`src/rtl/xbus_pkg.sv`:
```
package xbus_pkg;
  typedef enum logic [1:0] {
    XK_IDLE  = 2'd0,
    XK_FETCH = 2'd1,
    XK_READ  = 2'd2,
    XK_WRITE = 2'd3
  } xkind_t;

  localparam int MC_CLKS = 12;
  localparam int PH_W    = $clog2(MC_CLKS);
  typedef logic [PH_W-1:0] ph_t;

  localparam ph_t PH_ZERO    = ph_t'(0);
  localparam ph_t PH_LAST    = ph_t'(MC_CLKS - 1);
  localparam ph_t HALF_CLKS  = ph_t'(MC_CLKS / 2);
  localparam ph_t ALE_CLKS   = ph_t'(2);
  localparam ph_t ADDR_SLOT  = ph_t'(ALE_CLKS + 1);
  localparam ph_t PSEN_START = ADDR_SLOT;
  localparam ph_t PSEN_CLKS  = ph_t'(HALF_CLKS - PSEN_START);
  localparam ph_t PSEN_END   = ph_t'(PSEN_START + PSEN_CLKS - 1);
  localparam ph_t STB_GAP    = ph_t'(3);
  localparam ph_t STB_START  = ph_t'(ALE_CLKS + STB_GAP);
  localparam ph_t STB_CLKS   = ph_t'(6);
  localparam ph_t STB_END    = ph_t'(STB_START + STB_CLKS - 1);

  function automatic logic ph_in(ph_t ph, ph_t start, ph_t len);
    return (ph >= start) && ((ph - start) < len);
  endfunction

  function automatic ph_t ph_fold(ph_t ph);
    return (ph >= HALF_CLKS) ? ph - HALF_CLKS : ph;
  endfunction
endpackage

```
`src/rtl/xbus_phase.sv`:
```
module xbus_phase
  import xbus_pkg::*;
(
  input  logic clk,
  input  logic rst_n,
  output ph_t  ph,
  output ph_t  hph,
  output logic half,
  output logic last
);
  always_ff @(posedge clk or negedge rst_n) begin
    if (!rst_n) ph <= PH_LAST;
    else if (last) ph <= PH_ZERO;
    else ph <= ph + ph_t'(1);
  end

  assign last = (ph == PH_LAST);
  assign half = (ph >= HALF_CLKS);
  assign hph  = ph_fold(ph);
endmodule

```
`src/rtl/xbus_code_dec.sv`:
```
module xbus_code_dec #(
  parameter int ADDR_W = 16,
  parameter logic [ADDR_W-1:0] INT_LAST = 16'h0FFF
) (
  input  logic [ADDR_W-1:0]       base,
  input  logic                    int_en,
  output logic [1:0][ADDR_W-1:0]  haddr,
  output logic [1:0]              ext
);
  for (genvar g = 0; g < 2; g++) begin : g_half
    assign haddr[g] = base + ADDR_W'(g);
    assign ext[g]   = !int_en || (haddr[g] > INT_LAST);
  end
endmodule

```
`src/rtl/xbus_strobe.sv`:
```
module xbus_strobe
  import xbus_pkg::*;
#(
  parameter int ADDR_W = 16,
  parameter int DATA_W = 8,
  localparam int HI_W  = ADDR_W - DATA_W
) (
  input  xkind_t             kind,
  input  ph_t                ph,
  input  ph_t                hph,
  input  logic               half,
  input  logic               ext_now,
  input  logic [ADDR_W-1:0]  addr_now,
  input  logic [DATA_W-1:0]  wdata,
  input  logic               wide,
  input  logic [HI_W-1:0]    p2_hold,
  output logic               ale,
  output logic               psen_n,
  output logic               rd_n,
  output logic               wr_n,
  output logic [DATA_W-1:0]  p0_out,
  output logic               p0_oe,
  output logic [HI_W-1:0]    p2_out,
  output logic               cap
);
  logic is_fetch, is_rd, is_wr, is_data;
  logic fetch_ext, addr_slot, stb_win, wdrive, adrive;

  assign is_fetch  = (kind == XK_FETCH);
  assign is_rd     = (kind == XK_READ);
  assign is_wr     = (kind == XK_WRITE);
  assign is_data   = is_rd || is_wr;
  assign fetch_ext = is_fetch && ext_now;
  assign addr_slot = ph_in(hph, PH_ZERO, ADDR_SLOT);
  assign stb_win   = is_data && ph_in(ph, STB_START, STB_CLKS);

  assign ale    = ph_in(hph, PH_ZERO, ALE_CLKS) && !(half && is_data);
  assign psen_n = !(fetch_ext && ph_in(hph, PSEN_START, PSEN_CLKS));
  assign rd_n   = !(is_rd && stb_win);
  assign wr_n   = !(is_wr && stb_win);

  assign wdrive = is_wr && (ph >= ADDR_SLOT);
  assign adrive = addr_slot && (fetch_ext || (is_data && !half));
  assign p0_oe  = wdrive || adrive;
  assign p0_out = wdrive ? wdata : addr_now[DATA_W-1:0];
  assign p2_out = (fetch_ext || (is_data && wide)) ? addr_now[ADDR_W-1:DATA_W] : p2_hold;

  assign cap = (fetch_ext && (hph == PSEN_END)) || (is_rd && (ph == STB_END));
endmodule

```
`src/rtl/xbus_capture.sv`:
```
module xbus_capture #(
  parameter int DATA_W = 8
) (
  input  logic              clk,
  input  logic              rst_n,
  input  logic              cap,
  input  logic [DATA_W-1:0] din,
  output logic [DATA_W-1:0] rdata,
  output logic              rvalid
);
  always_ff @(posedge clk or negedge rst_n) begin
    if (!rst_n) begin
      rdata  <= '0;
      rvalid <= 1'b0;
    end else begin
      rvalid <= cap;
      if (cap) rdata <= din;
    end
  end
endmodule

```
`src/rtl/xbus_seq.sv`:
```
module xbus_seq
  import xbus_pkg::*;
#(
  parameter int ADDR_W = 16,
  parameter int DATA_W = 8,
  parameter logic [ADDR_W-1:0] INT_LAST = 16'h0FFF,
  localparam int HI_W = ADDR_W - DATA_W
) (
  input  logic              clk,
  input  logic              rst_n,
  input  logic [1:0]        req_kind,
  input  logic [ADDR_W-1:0] req_addr,
  input  logic [DATA_W-1:0] req_wdata,
  input  logic              req_wide,
  input  logic              int_code_en,
  input  logic [HI_W-1:0]   p2_hold,
  input  logic [DATA_W-1:0] p0_in,
  output logic              cyc_last,
  output logic              ale,
  output logic              psen_n,
  output logic              rd_n,
  output logic              wr_n,
  output logic [DATA_W-1:0] p0_out,
  output logic              p0_oe,
  output logic [HI_W-1:0]   p2_out,
  output logic [DATA_W-1:0] rdata,
  output logic              rvalid
);
  xkind_t            cur_kind;
  logic [ADDR_W-1:0] cur_addr;
  logic [DATA_W-1:0] cur_wdata;
  logic              cur_wide;
  logic              cur_int_en;

  ph_t  ph, hph;
  logic half;
  logic [1:0][ADDR_W-1:0] haddr;
  logic [1:0]             ext;
  logic                   sel_half;
  logic                   ext_now;
  logic [ADDR_W-1:0]      addr_now;
  logic                   cap_evt;

  always_ff @(posedge clk or negedge rst_n) begin
    if (!rst_n) begin
      cur_kind   <= XK_IDLE;
      cur_addr   <= '0;
      cur_wdata  <= '0;
      cur_wide   <= 1'b0;
      cur_int_en <= 1'b0;
    end else if (cyc_last) begin
      cur_kind   <= xkind_t'(req_kind);
      cur_addr   <= req_addr;
      cur_wdata  <= req_wdata;
      cur_wide   <= req_wide;
      cur_int_en <= int_code_en;
    end
  end

  xbus_phase u_phase (
    .clk  (clk),
    .rst_n(rst_n),
    .ph   (ph),
    .hph  (hph),
    .half (half),
    .last (cyc_last)
  );

  xbus_code_dec #(.ADDR_W(ADDR_W), .INT_LAST(INT_LAST)) u_dec (
    .base  (cur_addr),
    .int_en(cur_int_en),
    .haddr (haddr),
    .ext   (ext)
  );

  assign sel_half = half && (cur_kind == XK_FETCH);
  assign ext_now  = ext[sel_half];
  assign addr_now = haddr[sel_half];

  xbus_strobe #(.ADDR_W(ADDR_W), .DATA_W(DATA_W)) u_strobe (
    .kind    (cur_kind),
    .ph      (ph),
    .hph     (hph),
    .half    (half),
    .ext_now (ext_now),
    .addr_now(addr_now),
    .wdata   (cur_wdata),
    .wide    (cur_wide),
    .p2_hold (p2_hold),
    .ale     (ale),
    .psen_n  (psen_n),
    .rd_n    (rd_n),
    .wr_n    (wr_n),
    .p0_out  (p0_out),
    .p0_oe   (p0_oe),
    .p2_out  (p2_out),
    .cap     (cap_evt)
  );

  xbus_capture #(.DATA_W(DATA_W)) u_cap (
    .clk   (clk),
    .rst_n (rst_n),
    .cap   (cap_evt),
    .din   (p0_in),
    .rdata (rdata),
    .rvalid(rvalid)
  );
endmodule

```
`config.mk`:
```
export PLATFORM = sky130hd
export DESIGN_NAME = xbus_seq
export DESIGN_NICKNAME = d
export VERILOG_FILES = /design/src/rtl/xbus_pkg.sv /design/src/rtl/xbus_phase.sv /design/src/rtl/xbus_code_dec.sv /design/src/rtl/xbus_strobe.sv /design/src/rtl/xbus_capture.sv /design/src/rtl/xbus_seq.sv
export SDC_FILE = /design/constraint.sdc
export NUM_CORES = 1
export LEC_CHECK = 0
export CORE_MARGIN = 1.5
export CORE_UTILIZATION = 39
export DETAILED_ROUTE_END_ITERATION = 6
export DONT_BUFFER_PORTS = 1
export SYNTH_ARGS = -nofsm -noshare
export SYNTH_HDL_FRONTEND = slang
export SYNTH_SLANG_ARGS = --single-unit
```
`constraint.sdc`:
```
create_clock -name clk -period 6.85 [get_ports clk]
set_input_delay 1.0275 -clock clk [delete_from_list [all_inputs] [get_ports clk]]
set_output_delay 1.0275 -clock clk [all_outputs]
set_load 0.1 [all_outputs]
```
# == Word-level counts from Yosys, hierarchy flattened ==
# Cells that the tools add are included.
# totals
word_cells,70
output_inout_bits,31
reg_bits,41
in_bits,46
# op_classes
eq_ne,6
order_cmp,12
mux,8
add_sub_neg,5
n_reduce_logical,31
# ops
cell,count
$gt A16 B12 Y1 const B,2
$mux W16,2
$logic_and A1 B1 Y1,18
$add A16 B1 Y16 const B,1
$mux W8,2
$lt A4 B2 Y1 const B,3
$eq A4 B4 Y1 const B,2
$ge A4 B2 Y1 const B,2
$ge A4 B3 Y1 const B,2
$mux W4,2
$sub A4 B3 Y4 const B,2
$logic_or A1 B1 Y1,7
$logic_not A1 Y1,6
$add A4 B1 Y4 const B,1
$eq A2 B2 Y1 const B,2
$eq A4 B3 Y1 const B,1
$ge A4 B1 Y1 const B,1
$lt A4 B3 Y1 const B,1
$sub A4 B2 Y4 const B,1
$eq A2 B1 Y1 const B,1
$lt A1 B2 Y1 const B,1
$mux W1,2

# == Depth between registers and ports, before layout ==
# Gate-level depths: netlist of the first run.
# depth
word_depth,9
mapped_depth,10
mapped_depth_nobuf,8

# == Hierarchy ==
# A second synthesis of the first run with hierarchy kept.
# unflattened
cells_unflattened,241
hier_area_um2,2889.0
# modules_own_cells
mod,cells_each,area_each_um2,seq_area_each_um2,n_inst
xbus_seq,78,1296.2,700.7,1
xbus_code_dec,65,494.2,0.0,1
xbus_strobe,50,461.7,0.0,1
xbus_capture,18,356.6,225.2,1
xbus_phase,30,280.3,103.8,1

# == Worst setup path after synthesis of the first run ==
# No wires, ideal clock.
# synth_path
kind,register to output
from,register u_phase.ph[0]
to,output port p0_oe
t_arrival_ps,4026
path_slack_ps,1797
t_required_ps,5822
n_path_buf,1
path_stages_with_launch,10
cell_sequence,dfstp_2 clkbuf_1 inv_1 ha_1 o21a_1 nor2_1 nor4b_4 a31oi_4 a21oi_1 o21ai_0
# synth_between
elab_chain_cells,8
word_cells_on_any_way,17
classes_between,add/sub: 1; order compare: 4; mux: 3; reduce/logical: 9
# synth_rtl
element,line,text
start: declaration,xbus_phase.sv:6,"output ph_t ph,"
start signal: assignment,xbus_phase.sv:14,else ph <= ph + ph_t'(1);
branches (longest 7 deep; another with $sub A4 B3 Y4),n/a,
$logic_or A1 B1 Y1 *,xbus_strobe.sv:44,assign p0_oe = wdrive || adrive;
end: declaration,xbus_seq.sv:24,"output logic p0_oe,"
# Mark *: on every way between the ends. The select of a mux whose other input is x is not followed.

# == Worst setup path in the final report of the first run ==
# layout_path
from,register u_phase.ph[0]
to,output port p0_out[6]
# layout_between
elab_chain_cells,5
word_cells_on_any_way,7
classes_between,order compare: 2; mux: 3; reduce/logical: 2
# layout_rtl
element,line,text
$ge A4 B3 Y1,xbus_phase.sv:18,assign half = (ph >= HALF_CLKS);
$logic_and A1 B1 Y1,xbus_seq.sv:76,assign sel_half = half && (cur_kind == XK_FETCH);
$mux W16 (implied by the code) (2 in a row),xbus_seq.sv:78,assign addr_now = haddr[sel_half];
$mux W8 *,xbus_strobe.sv:45,assign p0_out = wdrive ? wdata : addr_now[DATA_W-1:0];
end: declaration,xbus_seq.sv:23,"output logic [DATA_W-1:0] p0_out,"
# Every way passes the cells marked *; elsewhere a longest branch is shown, timed or not. The select of a mux whose other input is x is not followed.

==> flow_summary.json, run 1 <==
{
  "nNetsFinal": 286,
  "worst_slack_ns": 2.48,
  "end_kind": "primary output",
  "worstPathCellList": "inv_1 -> ha_1 -> o21a_1 -> o21bai_1 -> nor2_1 -> and3_1 -> xnor2_1 -> a21oi_2",
  "layout_commonest_cell": "dfrtp_1",
  "crit_fanout": 10,
  "cts_max_level": 2,
  "cts_buffers": 5,
  "leakage_uw": 0.00107,
  "grt_pass1_wl_um": 8150,
  "nFillCells": 624,
  "total_power_uw": 578,
  "startpoint_type": "register",
  "synth_fp_nets": 289,
  "p_per_area_mw_per_mm2": 214,
  "relSlewSlack_pct": 19.9,
  "place_ws_ns": 2.81,
  "start_util_pct": 39.9,
  "yosys.cell_types.count": 43,
  "vias_per_cell": 5.39,
  "num_rows": 29,
  "dpl-instance-area_mm2": 0.00261,
  "yosysSeqAreaShare_pct": 40.9,
  "avgSynthCellArea_um2": 10.7,
  "cts_tree": "built",
  "dp_hpwl_um": 3790,
  "grt-ovfl-total": 0,
  "cts_setup_buffers": 0,
  "core-area_mm2": 0.00631,
  "min_period_ns": 4.37,
  "cts_repair_resize_count": 0,
  "clk_path_buf_depth": 2,
  "finalWirelength_um": 5090,
  "layout-drive-gt1-share_pct": 33.0,
  "detail_route.iter0.violations": 57,
  "hold_viol_final": 0,
  "ys_warn_count": 0,
  "path_delay_family": "compound AO/OA/AOI/OAI gates",
  "grt_pass1_vias": 1635,
  "ys_ff_latch": 41,
  "rsz0062_at_grt": "false",
  "regArea_mm2": 0.00103,
  "hp-class": "input port to asynchronous set/reset pin",
  "worst_skew_pair.late_latency_ns": 0.29,
  "numPortBuffers": 0,
  "finalSetupViolCount": 0,
  "drc": 0,
  "timing.setup.tns_ns": 0,
  "clock_sinks": 41,
  "clock_skew_ns": 0.0103,
  "crit_buf_inv": 1,
  "io_pins": 77,
  "period_share_pct": 63.8,
  "irDropWorstVdd_v": 0.000118,
  "grt_use_total_pct": 14.8,
  "drv_cap": 0,
  "worst_pin_slew_ns": 1.20,
  "ctsHoldBuffers": 0,
  "routedWlPerCell_um": 16.4,
  "fmax_mhz": 229,
  "antennaDiodeCount": 0,
  "synthCells": 235,
  "globalplace.congestion": 0.852,
  "fin_area_mm2": 0.00269,
  "multi_input_area_mm2": 0.00144,
  "holdWs_ns": 0.415,
  "clk_transition_reported_paths_ns": 0.09,
  "antenna_left": 0,
  "slew_viol_final": 0,
  "final_cell_mix": "dfrtp_1 (38), mux2_2 (34), nor2_1 (28)",
  "crit_required_ns": 5.82,
  "root_buffer": "clkbuf_8",
  "critical_path_class": "register to primary output",
  "syn2layout_area_growth_pct": 6.90,
  "die_width_um": 83.4,
  "slowest_delay_ns": 0.89,
  "die-area_mm2": 0.00695,
  "syn_area_mm2": 0.00252,
  "grt_max_degree": 42,
  "vias": 1671,
  "dr.pass1.iters": 4,
  "status": "complete, no violations",
  "dieHeight_um": 83.4,
  "antenna_found_initial": 0,
  "slowest_stage": "a21oi_2",
  "arrival_ns": 3.35
}
worst reg2reg max path, delay by kind of cell (launching register included):
family	cells	cell delay, ns
buffers and inverters	1	0.11
AND/OR/NAND/NOR	1	0.28
AO/OA/AOI/OAI	4	0.89
adder cells (fa/ha/maj)	1	0.25
flip-flops	1	0.62
multiplexers	1	0.38
power breakdown:
| group | internal (µW) | switching [µW] | leakage, µW |
|---|---|---|---|
| Clock | 70.4 | 87.2 | 0.0000439 |
| Combinational | 26.9 | 68.6 | 0.000548 |
| Sequential | 256 | 68.5 | 0.000479 |
kinds of logic (layout without fill, tap and decap cells):
| family | after synthesis | after routing | share of synthesized area [%] |
|---|---|---|---|
| flops | 41 | 41 | 40.9 |
| mux | 43 | 43 | 20.6 |
| fa+ha+maj | 8 | 8 | 3.97 |
| xor+xnor | 18 | 18 | 6.26 |
| compound gates | 35 | 35 | 9.19 |
| buf+inv | 18 | 16 | 3.62 |
| simple gates | 72 | 72 | 15.5 |
Yosys cell counts (all sizes together):
master,n,share of area (%)
a211oi,1,0.30
a21o,1,0.30
a21oi,16,3.6
a31oi,1,0.84
a41o,1,0.45
and3,1,0.25
and3b,1,0.35
buf,7,2.0
clkbuf,5,0.74
dfrtp,38,38
dfstp,3,3.1
ha,8,4.0
inv,6,0.89
mux2,43,21
nand2,15,2.2
nand2b,2,0.79
nand3,4,0.79
nand4,6,2.3
nand4b,1,0.35
nor2,29,4.3
nor2b,2,0.50
nor3,3,0.60
nor4,4,1.2
nor4b,1,0.94
o211ai,1,0.30
o21a,1,0.30
o21ai,9,1.8
o21bai,1,0.30
o311ai,1,0.35
o31a,1,0.35
o31ai,1,0.30
or2b,1,0.35
or3,2,0.50
xnor2,9,3.1
xor2,9,3.1
sequential cells by signal, indices dropped and copies added, names as in the netlist:
name,count
u_cap.rdata,8
cur_wide,1
cur_wdata,8
u_cap.rvalid,1
cur_int_en,1
cur_addr,16
cur_kind,2
u_phase.ph,4
worst paths after layout:
| kind | start | to | slack [ns] | cells after the start |
|---|---|---|---|---|
| worst max-delay path | u_phase.ph[0] | p0_out[6] | 2.48 | 8 |
| worst min-delay path | rst_n | cur_addr[15] | 0.41 | 0 |
| worst max register to register | u_phase.ph[0] | u_cap.rdata[6] | 4.20 | 8 |
| worst min register to register | cur_wdata[4] | cur_wdata[4] | 0.51 | 1 |
| max in group asynchronous | rst_n | u_phase.ph[3] | 6.25 | 0 |
| min in group clk | cur_wdata[4] | cur_wdata[4] | 0.51 | 1 |
through the flow:
stage / util [%] / cells
5_1_grt: 42.7 / 310
6_report: 42.7 / 310
4_1_cts: 42.7 / 310
3_5_place_dp: 41.3 / 302
3_3_place_gp: 41.3 / 302
2_1_floorplan: - / 235
layout make-up:
| cell class | instances | share of cell area, % |
|---|---|---|
| Clock buffer | 5 | 2.55 |
| Inverter | 6 | 0.836 |
| Tap cell | 77 | 3.58 |
| Timing Repair Buffer | 2 | 0.557 |
| Multi-Input combinational cell | 176 | 53.6 |
| Clock inverter | 3 | 0.650 |
| Sequential cell | 41 | 38.2 |
metal layers:
metal	GRT usage, %	share of wire, %
met4	5.61	1.4
met1	19.8	46
met5	0	0
met3	3.58	5.3
met2	23.4	47
(Power assumes the default switching activity.)
==> run 2: changes to the inputs <==
clock period = 4.6 ns   (was 6.85 ns; I/O delays follow)
==> flow_summary.json, run 2 (synthesized netlist as in run 1, its figures left out) <==
{
  "status": "complete, no violations",
  "dp_hpwl_um": 3740,
  "startpoint_type": "register",
  "arrival_ns": 3.08,
  "dr.pass1.iters": 5,
  "p_per_area_mw_per_mm2": 335,
  "worst_skew_pair.late_latency_ns": 0.29,
  "grt_max_degree": 42,
  "nNetsFinal": 297,
  "relSlewSlack_pct": 29.0,
  "irDropWorstVdd_v": 0.000198,
  "root_buffer": "clkbuf_8",
  "fmax_mhz": 266,
  "r2r-start": "u_phase.ph[0]",
  "finalSetupViolCount": 0,
  "globalplace.congestion": 0.893,
  "dp.cells": 313,
  "rsz0062_at_grt": "false",
  "routedWlPerCell_um": 16.3,
  "crit_fanout": 10,
  "hp-class": "input port to asynchronous set/reset pin",
  "period_share_pct": 81.9,
  "largest_reg_flops": 16,
  "final_cell_mix": "dfrtp_1 (38), mux2_2 (34), nor2_1 (28)",
  "io_pins": 77,
  "start_util_pct": 39.9,
  "crit_buf_inv": 1,
  "vias_per_cell": 5.34,
  "cts_repair_resize_count": 0,
  "numPortBuffers": 0,
  "finalWirelength_um": 5220,
  "slowest_delay_ns": 0.63,
  "layout-drive-gt1-share_pct": 36.1,
  "largestRegisters": "cur_addr (16), cur_wdata (8), u_cap.rdata (8)",
  "cts_setup_buffers": 0,
  "antenna_left": 0,
  "cts_tree": "built",
  "cts_buffers": 5,
  "grt-ovfl-total": 0,
  "place_ws_ns": 1.14,
  "grt_use_total_pct": 15.3,
  "end_kind": "primary output",
  "regMostFlops": "cur_addr",
  "dieHeight_um": 83.4,
  "antennaDiodeCount": 0,
  "timing.setup.tns_ns": 0,
  "ctsHoldBuffers": 0,
  "layout_commonest_cell": "dfrtp_1",
  "drv_cap": 0,
  "fin_cells": 321,
  "crit_start": "u_phase.ph[0]",
  "clk_path_buf_depth": 2,
  "num_rows": 29,
  "crit_required_ns": 3.91,
  "critical_path_class": "register to primary output",
  "leakage_uw": 0.00114,
  "cts_max_level": 2,
  "hold_viol_final": 0,
  "worst_pin_slew_ns": 1.06,
  "min_period_ns": 3.77,
  "syn2layout_area_growth_pct": 11.5,
  "clock_sinks": 41,
  "antenna_found_initial": 0,
  "clock_skew_ns": 0.00666,
  "vias": 1713,
  "clk_transition_reported_paths_ns": 0.08,
  "grt_pass1_wl_um": 8390,
  "detail_route.iter0.violations": 80,
  "die-area_mm2": 0.00695,
  "grt_pass1_vias": 1679,
  "slew_viol_final": 0,
  "drc": 0,
  "worstPathCellList": "inv_1 -> ha_1 -> o21a_1 -> nor2_1 -> nor4b_4 -> a31oi_4 -> a21o_1 -> mux2_4",
  "slowest_stage": "dfstp_2",
  "path_delay_family": "compound AO/OA/AOI/OAI gates",
  "core-area_mm2": 0.00631,
  "worst_slack_ns": 0.835,
  "die_width_um": 83.4
}
[run 2: cell count changes in the layout (fill, tap and decap cells not counted), sizes merged]
| cell | before | now |
|---|---|---|
| buf | 2 | 13 |
| clkinv | 2 | 0 |
| bufinv | 0 | 1 |
| clkbuf | 5 | 6 |
[run 2: layout make-up]
cell class                 instances  area [µm²]
clock buffer                       6        82.6
fill                             614        3500
inverter                           6        22.5
clock inverter                     2        37.5
multi-input combinational        176        1440
tap                               77        96.3
timing repair buffer              13        97.6
sequential                        41        1030
[run 2: per-layer routing]
layer	global-route usage, %	wire length (µm)	share of wire [%]
met5	0	0	0
met4	4.09	28	0.54
met3	2.88	246	4.7
met2	25.2	2560	49
met1	20.6	2390	46
[run 2: through the flow]
step | area, µm² | power (µW) | utilization (%) | hold slack [ns]
global placement | 2690 | 637 | 42.6 | 0.395
floorplan | 2520 | 622 | - | 0.394
global route | 2810 | 977 | 44.5 | 0.0596
detailed placement | 2690 | 640 | 42.6 | 0.395
finish | 2810 | 943 | 44.5 | 0.0830
CTS | 2810 | 957 | 44.5 | 0.0668
[run 2: worst paths after layout]
| kind | slack (ns) | cells past startpoint | to |
|---|---|---|---|
| setup / recovery | 0.83 | 8 | p2_out[3] |
| hold / removal | 0.08 | 0 | cur_int_en |
| setup reg to reg | 1.96 | 8 | u_cap.rdata[0] |
| hold reg to reg | 0.51 | 1 | cur_wdata[2] |
| max in group asynchronous | 4.34 | 0 | u_phase.ph[3] |
| min in group clk | 0.51 | 1 | cur_wdata[2] |
[run 2: report_power, final]
part | switching (µW) | total [µW] | internal (µW)
Clock | 135 | 311 | 177
Sequential | 102 | 484 | 381
Combinational | 103 | 148 | 45.3
Total | 339 | 943 | 603
[run 2: worst register-to-register path, delay by kind of cell (launching register included)]
kind / cells / cell delay, ns
AO/OA/AOI/OAI: 4 / 0.89
buffers and inverters: 1 / 0.11
flip-flops: 1 / 0.63
adder cells (fa/ha/maj): 1 / 0.25
AND/OR/NAND/NOR: 1 / 0.29
multiplexers: 1 / 0.38
